`config.mk`:
```
export PLATFORM = sky130hd
export DESIGN_NAME = dual_pic_ack
export DESIGN_NICKNAME = d
export VERILOG_FILES = /design/src/rtl/dual_pic_ack.sv
export SDC_FILE = /design/constraint.sdc
export NUM_CORES = 1
export LEC_CHECK = 0
export ABC_AREA = 1
export BUFFER_PORTS_ARGS = -buffer_cell sky130_fd_sc_hd__buf_2
export CORE_MARGIN = 5
export CORE_UTILIZATION = 30
export CTS_CLUSTER_SIZE = 16
export DETAILED_ROUTE_END_ITERATION = 8
export GPL_ROUTABILITY_DRIVEN = 0
export GPL_TIMING_DRIVEN = 0
export HOLD_SLACK_MARGIN = 0.12
export SYNTH_ARGS = -nofsm -noshare
export SYNTH_HDL_FRONTEND = slang
export SYNTH_SLANG_ARGS = --single-unit
```
`constraint.sdc`:
```
create_clock -name clk -period 4.4 [get_ports clk]
set_input_delay 0.88 -clock clk [delete_from_list [all_inputs] [get_ports clk]]
set_output_delay 0.88 -clock clk [all_outputs]
set_load 0.1 [all_outputs]
```
`src/rtl/dual_pic_ack.sv`:
```
module dual_pic_ack #(
  parameter logic [7:0] M_LVL_MASK = 8'hF8,
  parameter logic [7:0] S_LVL_MASK = 8'hDE
) (
  input  logic        clk,
  input  logic        rst_n,
  input  logic [15:0] req_in,
  input  logic [7:0]  m_mask,
  input  logic [7:0]  s_mask,
  input  logic [2:0]  m_top,
  input  logic [2:0]  s_top,
  input  logic [15:0] isr_set,
  input  logic        ack,
  output logic [3:0]  ack_num,
  input  logic [1:0]  poll_arm,
  input  logic [1:0]  sel_we,
  input  logic        sel_isr,
  input  logic        rd_en,
  input  logic        rd_chip,
  output logic [7:0]  rd_data,
  input  logic        lvl_we,
  input  logic        lvl_sel,
  input  logic [7:0]  lvl_wdata,
  output logic [7:0]  lvl_rdata,
  output logic        int_out
);

  localparam logic [2:0] CASC = 3'd2;
  localparam logic [7:0] CASC_BIT = 8'h01 << CASC;

  logic [7:0]  m_irr, m_isr, s_irr, s_isr, elcr_m, elcr_s;
  logic [15:0] req_q;
  logic        m_rsel, s_rsel, m_poll, s_poll;
  logic [3:0]  mw, sw;
  logic        s_int, m_do, s_do;
  logic [7:0]  m_clr, s_clr, m_hit, s_hit, m_drop, s_drop, m_nx;

  function automatic logic [3:0] pick(input logic [7:0] irr, input logic [7:0] msk,
                                      input logic [7:0] isr, input logic [2:0] top);
    logic [7:0] rq;
    int rp, ip;
    rq = irr & ~msk;
    rp = 8;
    ip = 8;
    for (int k = 7; k >= 0; k--) begin
      if (rq[3'(top + 3'(k))]) rp = k;
      if (isr[3'(top + 3'(k))]) ip = k;
    end
    return (rp < ip) ? {1'b1, 3'(top + 3'(rp))} : 4'd0;
  endfunction

  assign mw      = pick(m_irr, m_mask, m_isr, m_top);
  assign sw      = pick(s_irr, s_mask, s_isr, s_top);
  assign s_int   = sw[3];
  assign int_out = mw[3];

  assign m_do = ack | (rd_en & ~rd_chip & m_poll & ~ack);
  assign s_do = (ack & mw[3] & (mw[2:0] == CASC)) | (rd_en & rd_chip & s_poll & ~ack);

  always_comb begin
    m_clr = '0;
    s_clr = '0;
    if (m_do && mw[3]) m_clr[mw[2:0]] = 1'b1;
    if (s_do && sw[3]) begin
      s_clr[sw[2:0]] = 1'b1;
      m_clr[CASC]    = 1'b1;
    end
  end

  assign ack_num = !mw[3]           ? 4'd7 :
                   (mw[2:0] != CASC) ? {1'b0, mw[2:0]} :
                   sw[3]             ? {1'b1, sw[2:0]} : 4'd15;

  always_comb begin
    if (rd_chip)
      rd_data = s_poll ? {5'd0, sw[3] ? sw[2:0] : 3'd7} : (s_rsel ? s_isr : s_irr);
    else
      rd_data = m_poll ? {5'd0, mw[3] ? mw[2:0] : 3'd7} : (m_rsel ? m_isr : m_irr);
  end

  assign lvl_rdata = lvl_sel ? elcr_s : elcr_m;

  assign m_hit  = (elcr_m & req_in[7:0])  | (~elcr_m & req_in[7:0]  & ~req_q[7:0]);
  assign s_hit  = (elcr_s & req_in[15:8]) | (~elcr_s & req_in[15:8] & ~req_q[15:8]);
  assign m_drop = elcr_m & ~req_in[7:0];
  assign s_drop = elcr_s & ~req_in[15:8];
  assign m_nx   = (m_irr & ~m_clr & ~m_drop) | m_hit;

  always_ff @(posedge clk or negedge rst_n) begin
    if (!rst_n) begin
      req_q  <= '0;
      m_irr  <= '0;
      s_irr  <= '0;
      m_isr  <= '0;
      s_isr  <= '0;
      elcr_m <= '0;
      elcr_s <= '0;
      m_rsel <= 1'b0;
      s_rsel <= 1'b0;
      m_poll <= 1'b0;
      s_poll <= 1'b0;
    end else begin
      req_q <= req_in;
      m_irr <= (m_nx & ~CASC_BIT) | ((s_int & ~m_clr[CASC]) ? CASC_BIT : 8'h00);
      s_irr <= (s_irr & ~s_clr & ~s_drop) | s_hit;
      m_isr <= (m_isr & ~m_clr) | isr_set[7:0];
      s_isr <= (s_isr & ~s_clr) | isr_set[15:8];
      if (poll_arm[0]) m_poll <= 1'b1;
      else if (rd_en && !rd_chip && !ack) m_poll <= 1'b0;
      if (poll_arm[1]) s_poll <= 1'b1;
      else if (rd_en && rd_chip && !ack) s_poll <= 1'b0;
      if (ack) m_rsel <= 1'b1;
      else if (sel_we[0]) m_rsel <= sel_isr;
      if (sel_we[1]) s_rsel <= sel_isr;
      if (lvl_we) begin
        if (lvl_sel) elcr_s <= lvl_wdata & S_LVL_MASK;
        else         elcr_m <= lvl_wdata & M_LVL_MASK;
      end
    end
  end

  assert_reset_state_R1: assert property (@(posedge clk)
    !rst_n |=> (m_irr == 8'h00 && s_irr == 8'h00 && m_isr == 8'h00 && s_isr == 8'h00 &&
                elcr_m == 8'h00 && elcr_s == 8'h00 && !m_poll && !s_poll));

  assert_int_has_request_R4: assert property (@(posedge clk) disable iff (!rst_n)
    int_out |-> ((m_irr & ~m_mask) != 8'h00));

  assert_ack_clears_master_R5: assert property (@(posedge clk) disable iff (!rst_n)
    (ack && int_out && !ack_num[3] && isr_set == 16'h0000)
      |=> (((m_isr >> $past(ack_num[2:0])) & 8'h01) == 8'h00));

  assert_ack_clears_slave_R6: assert property (@(posedge clk) disable iff (!rst_n)
    (ack && ack_num[3] && ack_num != 4'd15 && isr_set == 16'h0000)
      |=> ((((s_isr >> $past(ack_num[2:0])) & 8'h01) == 8'h00) && !m_isr[CASC]));

  assert_ack_selects_isr_R8: assert property (@(posedge clk) disable iff (!rst_n)
    ack |=> m_rsel);

  assert_poll_single_shot_R10: assert property (@(posedge clk) disable iff (!rst_n)
    (rd_en && !rd_chip && m_poll && !ack && !poll_arm[0]) |=> !m_poll);

  assert_slave_lvl_mask_R11: assert property (@(posedge clk) disable iff (!rst_n)
    (lvl_we && lvl_sel) |=> (elcr_s == ($past(lvl_wdata) & S_LVL_MASK)));

endmodule

```
==> results of run 1 <==
[worst paths after layout]
path | from | to | slack (ps) | cells after the start
setup / recovery | m_top[0] | ack_num[2] | -420 | 28
hold / removal | req_q[0]$_DFF_PN0_ | m_irr[0]$_DFF_PN0_ | 420 | 1
setup reg to reg | s_irr[2]$_DFF_PN0_ | s_irr[7]$_DFF_PN0_ | 960 | 26
hold reg to reg | req_q[0]$_DFF_PN0_ | m_irr[0]$_DFF_PN0_ | 420 | 1
max in group asynchronous | rst_n | m_isr[0]$_DFF_PN0_ | 3220 | 1
min in group asynchronous | rst_n | req_q[5]$_DFF_PN0_ | 640 | 1
[final cells by class]
type	instances	area share [%]
repair buffers	125	12.2
clock buffers	9	3.33
clock inverters	7	1.18
plain buffers	14	2.27
multi-input cells	550	46.8
inverters	118	7.32
flip-flops and latches	62	22.9
well taps	216	3.99
[critical path, delay by kind of cell]
| family | cells | cell delay (ps) |
|---|---|---|
| buf+inv | 9 | 810 |
| simple gates | 14 | 1080 |
| fa+ha+maj | 3 | 780 |
| xor+xnor | 2 | 360 |
[sequential cells by signal, indices dropped and copies added, names as in the netlist]
signal	count
elcr_m	5
elcr_s	6
m_irr	8
m_isr	8
m_poll	1
m_rsel	1
req_q	15
s_irr	8
s_isr	8
s_poll	1
s_rsel	1
[power by group]
part	internal (mW)	total (mW)	switching, mW
logic	0.467	1.34	0.869
clock network	0.447	0.727	0.280
registers	0.635	0.701	0.0664
total	1.55	2.76	1.22
[cell families after synthesis]
family	after synthesis
xor+xnor	11
compound gates	133
simple gates	386
fa+ha+maj	14
buf+inv	133
other cells	1
flops	62
mux	5
[cells in the mapped netlist (all sizes together), types with 2 or more instances]
cell type    n
xnor2        5
dfrtp       62
mux2i        3
o211ai       4
nand4        5
nand3       68
inv        118
o22ai        2
nand2      251
a21oi       17
buf         12
o21bai      10
clkbuf       3
o21ai       87
nor2        55
fa           2
o31ai        3
a31oi        8
mux2         2
xor2         6
ha          12
nor3         5
[per-stage QoR]
step | TNS (ps) | setup slack [ps] | power [mW] | utilization (%)
6_report | -2540 | -422 | 2.76 | 42.3
5_1_grt | -4150 | -632 | 2.93 | 42.3
4_1_cts | -2060 | -363 | 2.71 | 40.8
3_5_place_dp | -5780 | -969 | 1.79 | 36.3
3_3_place_gp | -5600 | -946 | 1.78 | 36.3
2_1_floorplan | -5660 | -1270 | 1.54 | -
[metal layers]
metal | vias up | track usage [%] | routed length (µm)
met1 | 2297 | 23.6 | 7310
li1 | 2659 | - | -
met3 | 15 | 2.69 | 894
met2 | 154 | 24.6 | 6590
met4 | 0 | 4.34 | 244
met5 | - | 0 | 0
[what timing repair did]
action                     in CTS  in global routing
setup buffers                  25                 10
resized for setup              62                 31
pin swaps                      17                 27
hold buffers                    0                  0
hold endpoints to repair        0                  0
setup endpoints to repair       8                  8
==> impl_metrics.ini, run 1 <==
[route]
drt_wl_total_um = 15000
ant_nets = 0
drt-initial-drc-count = 284
wl_per_cell_um = 13.7
first_pass_iters = 5
drc = 0
via_per_inst = 4.65
vias = 5125

[clock_network]
cts-htree-levels = 3
clk_pin_slew_worst_paths_ps = 60
max-clock-path-buffers = 2
clkLatencyLatePin_ps = 330
cts_buffers = 9
cts_root_buf = clkbuf_16
cts_tree = done
cts.sinks = 62

[synth]
synth_area_per_cell_um2 = 6.60
synth_simple_gate_area_share_pct = 33.8
syn_area_mm2 = 0.00491
synth_cell_types = 43
postSynthCellCount = 745
yosys_warnings = 0
synth_edf_count = 0
synth_fa_ha_area_share_pct = 3.87
synth_top_area_cell = dfrtp_1
ys_ff_latch = 62
synth_top_family_by_area = simple AND/OR/NAND/NOR gates
synth_mux_area_share_pct = 1.07
synth_seq_area_share_pct = 31.6
synth_xor_xnor_area_share_pct = 2.57
async_flop_share_pct = 100
synth.net_count = 833
ys_top_cells_by_area = dfrtp_1, nand2_1, inv_1
synth-compound-area-share_pct = 15.4
synth_top_area_share_pct = 31.6
synth_top_flop_cell = dfrtp_1

[grt]
grt_pass1_vias = 4827
antenna_found_initial = 0
grtUsageTotal_pct = 16.1
grt_max_degree = 63
grt_pass1_wl_um = 24100
grt-ovfl-total = 0

[timing]
finalWorstSetupSlack_ps = -422
relSlewSlack_pct = 46.1
final_max_slew_viol_count = 0
rsz0062_at_grt = true
max_freq_ghz = 0.207
fin_crit_ps = 4820
min_period_over_period_pct = 110
tightest_slew_ps = 808
final_hold_viol_count = 0
hold_ws_ps = 420
fin_skew_ps = 9.17
setup_viol = 8

[setup_path]
worstPathArrival_ps = 3940
path_common_cell = nand2_1
critPathSlowestCell = fa_2
start_kind = input port
cp_data_required_time_ps = 3520
slowest_delay_ps = 390
crit_path_max_fanout = 7
end_kind = primary output
critPathKind = input port to primary output

[hold_path]
hp-class = register to register

[final_layout]
syn2layout_area_growth_pct = 37.7
multi_input_area_mm2 = 0.00317
fillCellCount = 1707
drive_gt1_share_pct = 28.1
final_cell_mix = nand2_1, inv_1, buf_2, dfrtp_1, o21ai_0
seqCellArea_mm2 = 0.00155
antennaDiodeCount = 0
fin_cells = 1101
mostFrequentLayoutCell = nand2_1
num-nets-final = 968
stdcell_area_mm2 = 0.00677

[die]
die_w_um = 138
io_pins = 95
num_rows = 46
core_mm2 = 0.0160
start_util_pct = 30.7
die_y_um = 138
fp.dieArea_mm2 = 0.0190

[placement]
placed_area_mm2 = 0.00580
portBuffers = 90
numPlacedInstances = 1051
hpwl_um = 11900

[flow_run]
maxCapViolations = 0

[run_status]
violations = setup timing
outcome = complete, but fails checks

[pwr]
leakage_nw = 3.58
peakVddDrop_uv = 258
powerDensity_mw_per_mm2 = 408
Power figures use the tool's default switching activity.
==> inputs of run 2 (changes only) <==
--- a/config.mk
+++ b/config.mk
@@ -9,7 +9,7 @@
 export BUFFER_PORTS_ARGS = -buffer_cell sky130_fd_sc_hd__buf_2
 export CORE_MARGIN = 5
 export CORE_UTILIZATION = 30
-export CTS_CLUSTER_SIZE = 16
+export CTS_CLUSTER_SIZE = 12
 export DETAILED_ROUTE_END_ITERATION = 8
 export GPL_ROUTABILITY_DRIVEN = 0
 export GPL_TIMING_DRIVEN = 0
==> constraint.sdc (replaced) <==
create_clock -name clk -period 5.4 [get_ports clk]
set_input_delay 1.08 -clock clk [delete_from_list [all_inputs] [get_ports clk]]
set_output_delay 1.08 -clock clk [all_outputs]
set_load 0.1 [all_outputs]
==> impl_metrics.ini, run 2 (same netlist as run 1, synthesis figures left out) <==
[setup_path]
r2r_setup_slack_ps = 2040
start_kind = input port
critPathSlowestCell = fa_2
worstPathArrival_ps = 4120
r2r_cells = 25
path_common_cell = nand2_1
path_depth = 22
cp_data_required_time_ps = 4320
end_kind = primary output
slowest_delay_ps = 340
cp_num_buf_inv = 7
critPathKind = input port to primary output
crit_path_max_fanout = 8
path_delay_family = adder cells
path_cells = buf_2, buf_12, inv_12, ha_4, nand3_1, nand2_1, nor2_1, a31oi_2, nand2_1, nand2_1, nand2_1, nand2_2, inv_1, ha_2, fa_2, xor2_2, xor2_2, inv_2, nor2_4, inv_2, o211ai_1, buf_6

[placement]
hpwl_um = 11900
portBuffers = 90

[timing]
setup_viol = 0
tns_ps = 0
relSlewSlack_pct = 46.4
min_period_over_period_pct = 96.3
tightest_slew_ps = 804
fin_crit_ps = 5200
max_freq_ghz = 0.192
final_hold_viol_count = 0
fin_skew_ps = 5.91
final_max_slew_viol_count = 0

[clock_network]
cts_tree = done
max-clock-path-buffers = 2
cts-htree-levels = 3
ctsHoldBuffers = 0
cts_buffers = 9
clkLatencyLatePin_ps = 320
clk_pin_slew_worst_paths_ps = 50
cts_root_buf = clkbuf_16
cts.sinks = 62

[final_layout]
final_cell_mix = nand2_1, inv_1, buf_2, dfrtp_1, o21ai_0
antennaDiodeCount = 0
largest_register_ffs = 15
num-nets-final = 945
top_register = req_q
syn2layout_area_growth_pct = 30.4
drive_gt1_share_pct = 24.6
mostFrequentLayoutCell = nand2_1

[route]
drt_wl_total_um = 14700
vias = 4929
first_pass_iters = 5
top_layer = met4
wl_met1_um = 7290
met2WireLength_um = 6270
route.met3.wl_um = 904
wl_per_cell_um = 13.6
drt-initial-drc-count = 253
drc = 0
via_per_inst = 4.58
ant_nets = 0

[die]
die_w_um = 138
num_rows = 46
start_util_pct = 30.7
io_pins = 95
die_y_um = 138
fp.dieArea_mm2 = 0.0190
core_mm2 = 0.0160

[pwr]
leakage_nw = 3.43
power_mw = 2.13
powerDensity_mw_per_mm2 = 332
peakVddDrop_uv = 205

[grt]
grtUsageTotal_pct = 15.7
grt_max_degree = 63
grt_pass1_vias = 4604
grt_pass1_wl_um = 23400
grt-ovfl-total = 0
antenna_found_initial = 0

[run_status]
outcome = complete, no violations

[hold_path]
hp-class = register to register
hold_depth = 1

[flow_run]
maxCapViolations = 0
==> run 2: timing repair <==
item,in CTS,in global routing
pin swaps,5,9
setup buffers,4,9
gates cloned,0,0
setup endpoints to repair,5,7
gates resized for setup,14,34
==> run 2: cell type report <==
| type | instances | area (µm²) |
|---|---|---|
| Fill cell | 1724 | 9600 |
| Sequential cell | 62 | 1550 |
| Timing Repair Buffer | 103 | 601 |
| Clock buffer | 11 | 253 |
| Clock inverter | 4 | 55.1 |
| Buffer | 13 | 139 |
| Inverter | 118 | 495 |
| Multi-Input combinational cell | 550 | 3040 |
| Tap cell | 216 | 270 |
==> run 2: report_power, final <==
group	leakage (nW)	switching [mW]	internal, mW
clock network	0.148	0.211	0.382
logic	2.61	0.670	0.296
registers	0.665	0.0518	0.517
total	3.43	0.933	1.20
==> run 2: worst paths after layout <==
| path | start | to |
|---|---|---|
| setup / recovery | m_top[0] | ack_num[0] |
| hold / removal | req_q[0]$_DFF_PN0_ | m_irr[0]$_DFF_PN0_ |
| setup reg to reg | s_irr[2]$_DFF_PN0_ | s_irr[6]$_DFF_PN0_ |
| hold reg to reg | req_q[0]$_DFF_PN0_ | m_irr[0]$_DFF_PN0_ |
| max in group asynchronous | rst_n | s_irr[0]$_DFF_PN0_ |
| min in group asynchronous | rst_n | elcr_m[5]$_DFFE_PN0P_ |
==> run 2: worst reg2reg max path, stage by stage (launching register included) <==
cell	delay (ps)
dfrtp_1	360
inv_1	150
nor2_1	70
o21ai_0	300
nand2_1	150
o21ai_4	100
mux2i_4	90
nand2_1	70
nand2_1	40
nand2_1	50
nand2_1	40
nand2_1	50
nand2_1	50
nand2_1	70
inv_1	50
ha_1	180
fa_2	350
xor2_2	160
xor2_2	210
buf_4	160
nor2_1	120
nand4_1	110
inv_1	70
nand2_1	100
nand3_1	90
nand2_1	50
==> run 2: layer usage <==
layer | track usage [%] | vias up
met5 | 0 | -
met4 | 3.95 | 0
met3 | 2.90 | 13
met2 | 23.5 | 120
met1 | 23.4 | 2193
li1 | - | 2603
==> run 2: stage by stage <==
stage | instance area (µm²) | hold slack (ps) | std cells | util [%] | setup slack [ps]
3_3_place_gp | 5800 | 403 | 1051 | 36.3 | -349
4_1_cts | 6180 | 425 | 1069 | 38.6 | 9.84
2_1_floorplan | 5080 | 400 | 745 | - | -673
5_1_grt | 6400 | 445 | 1077 | 40.0 | -20.2
3_5_place_dp | 5800 | 417 | 1051 | 36.3 | -362
6_report | 6400 | 420 | 1077 | 40.0 | 197
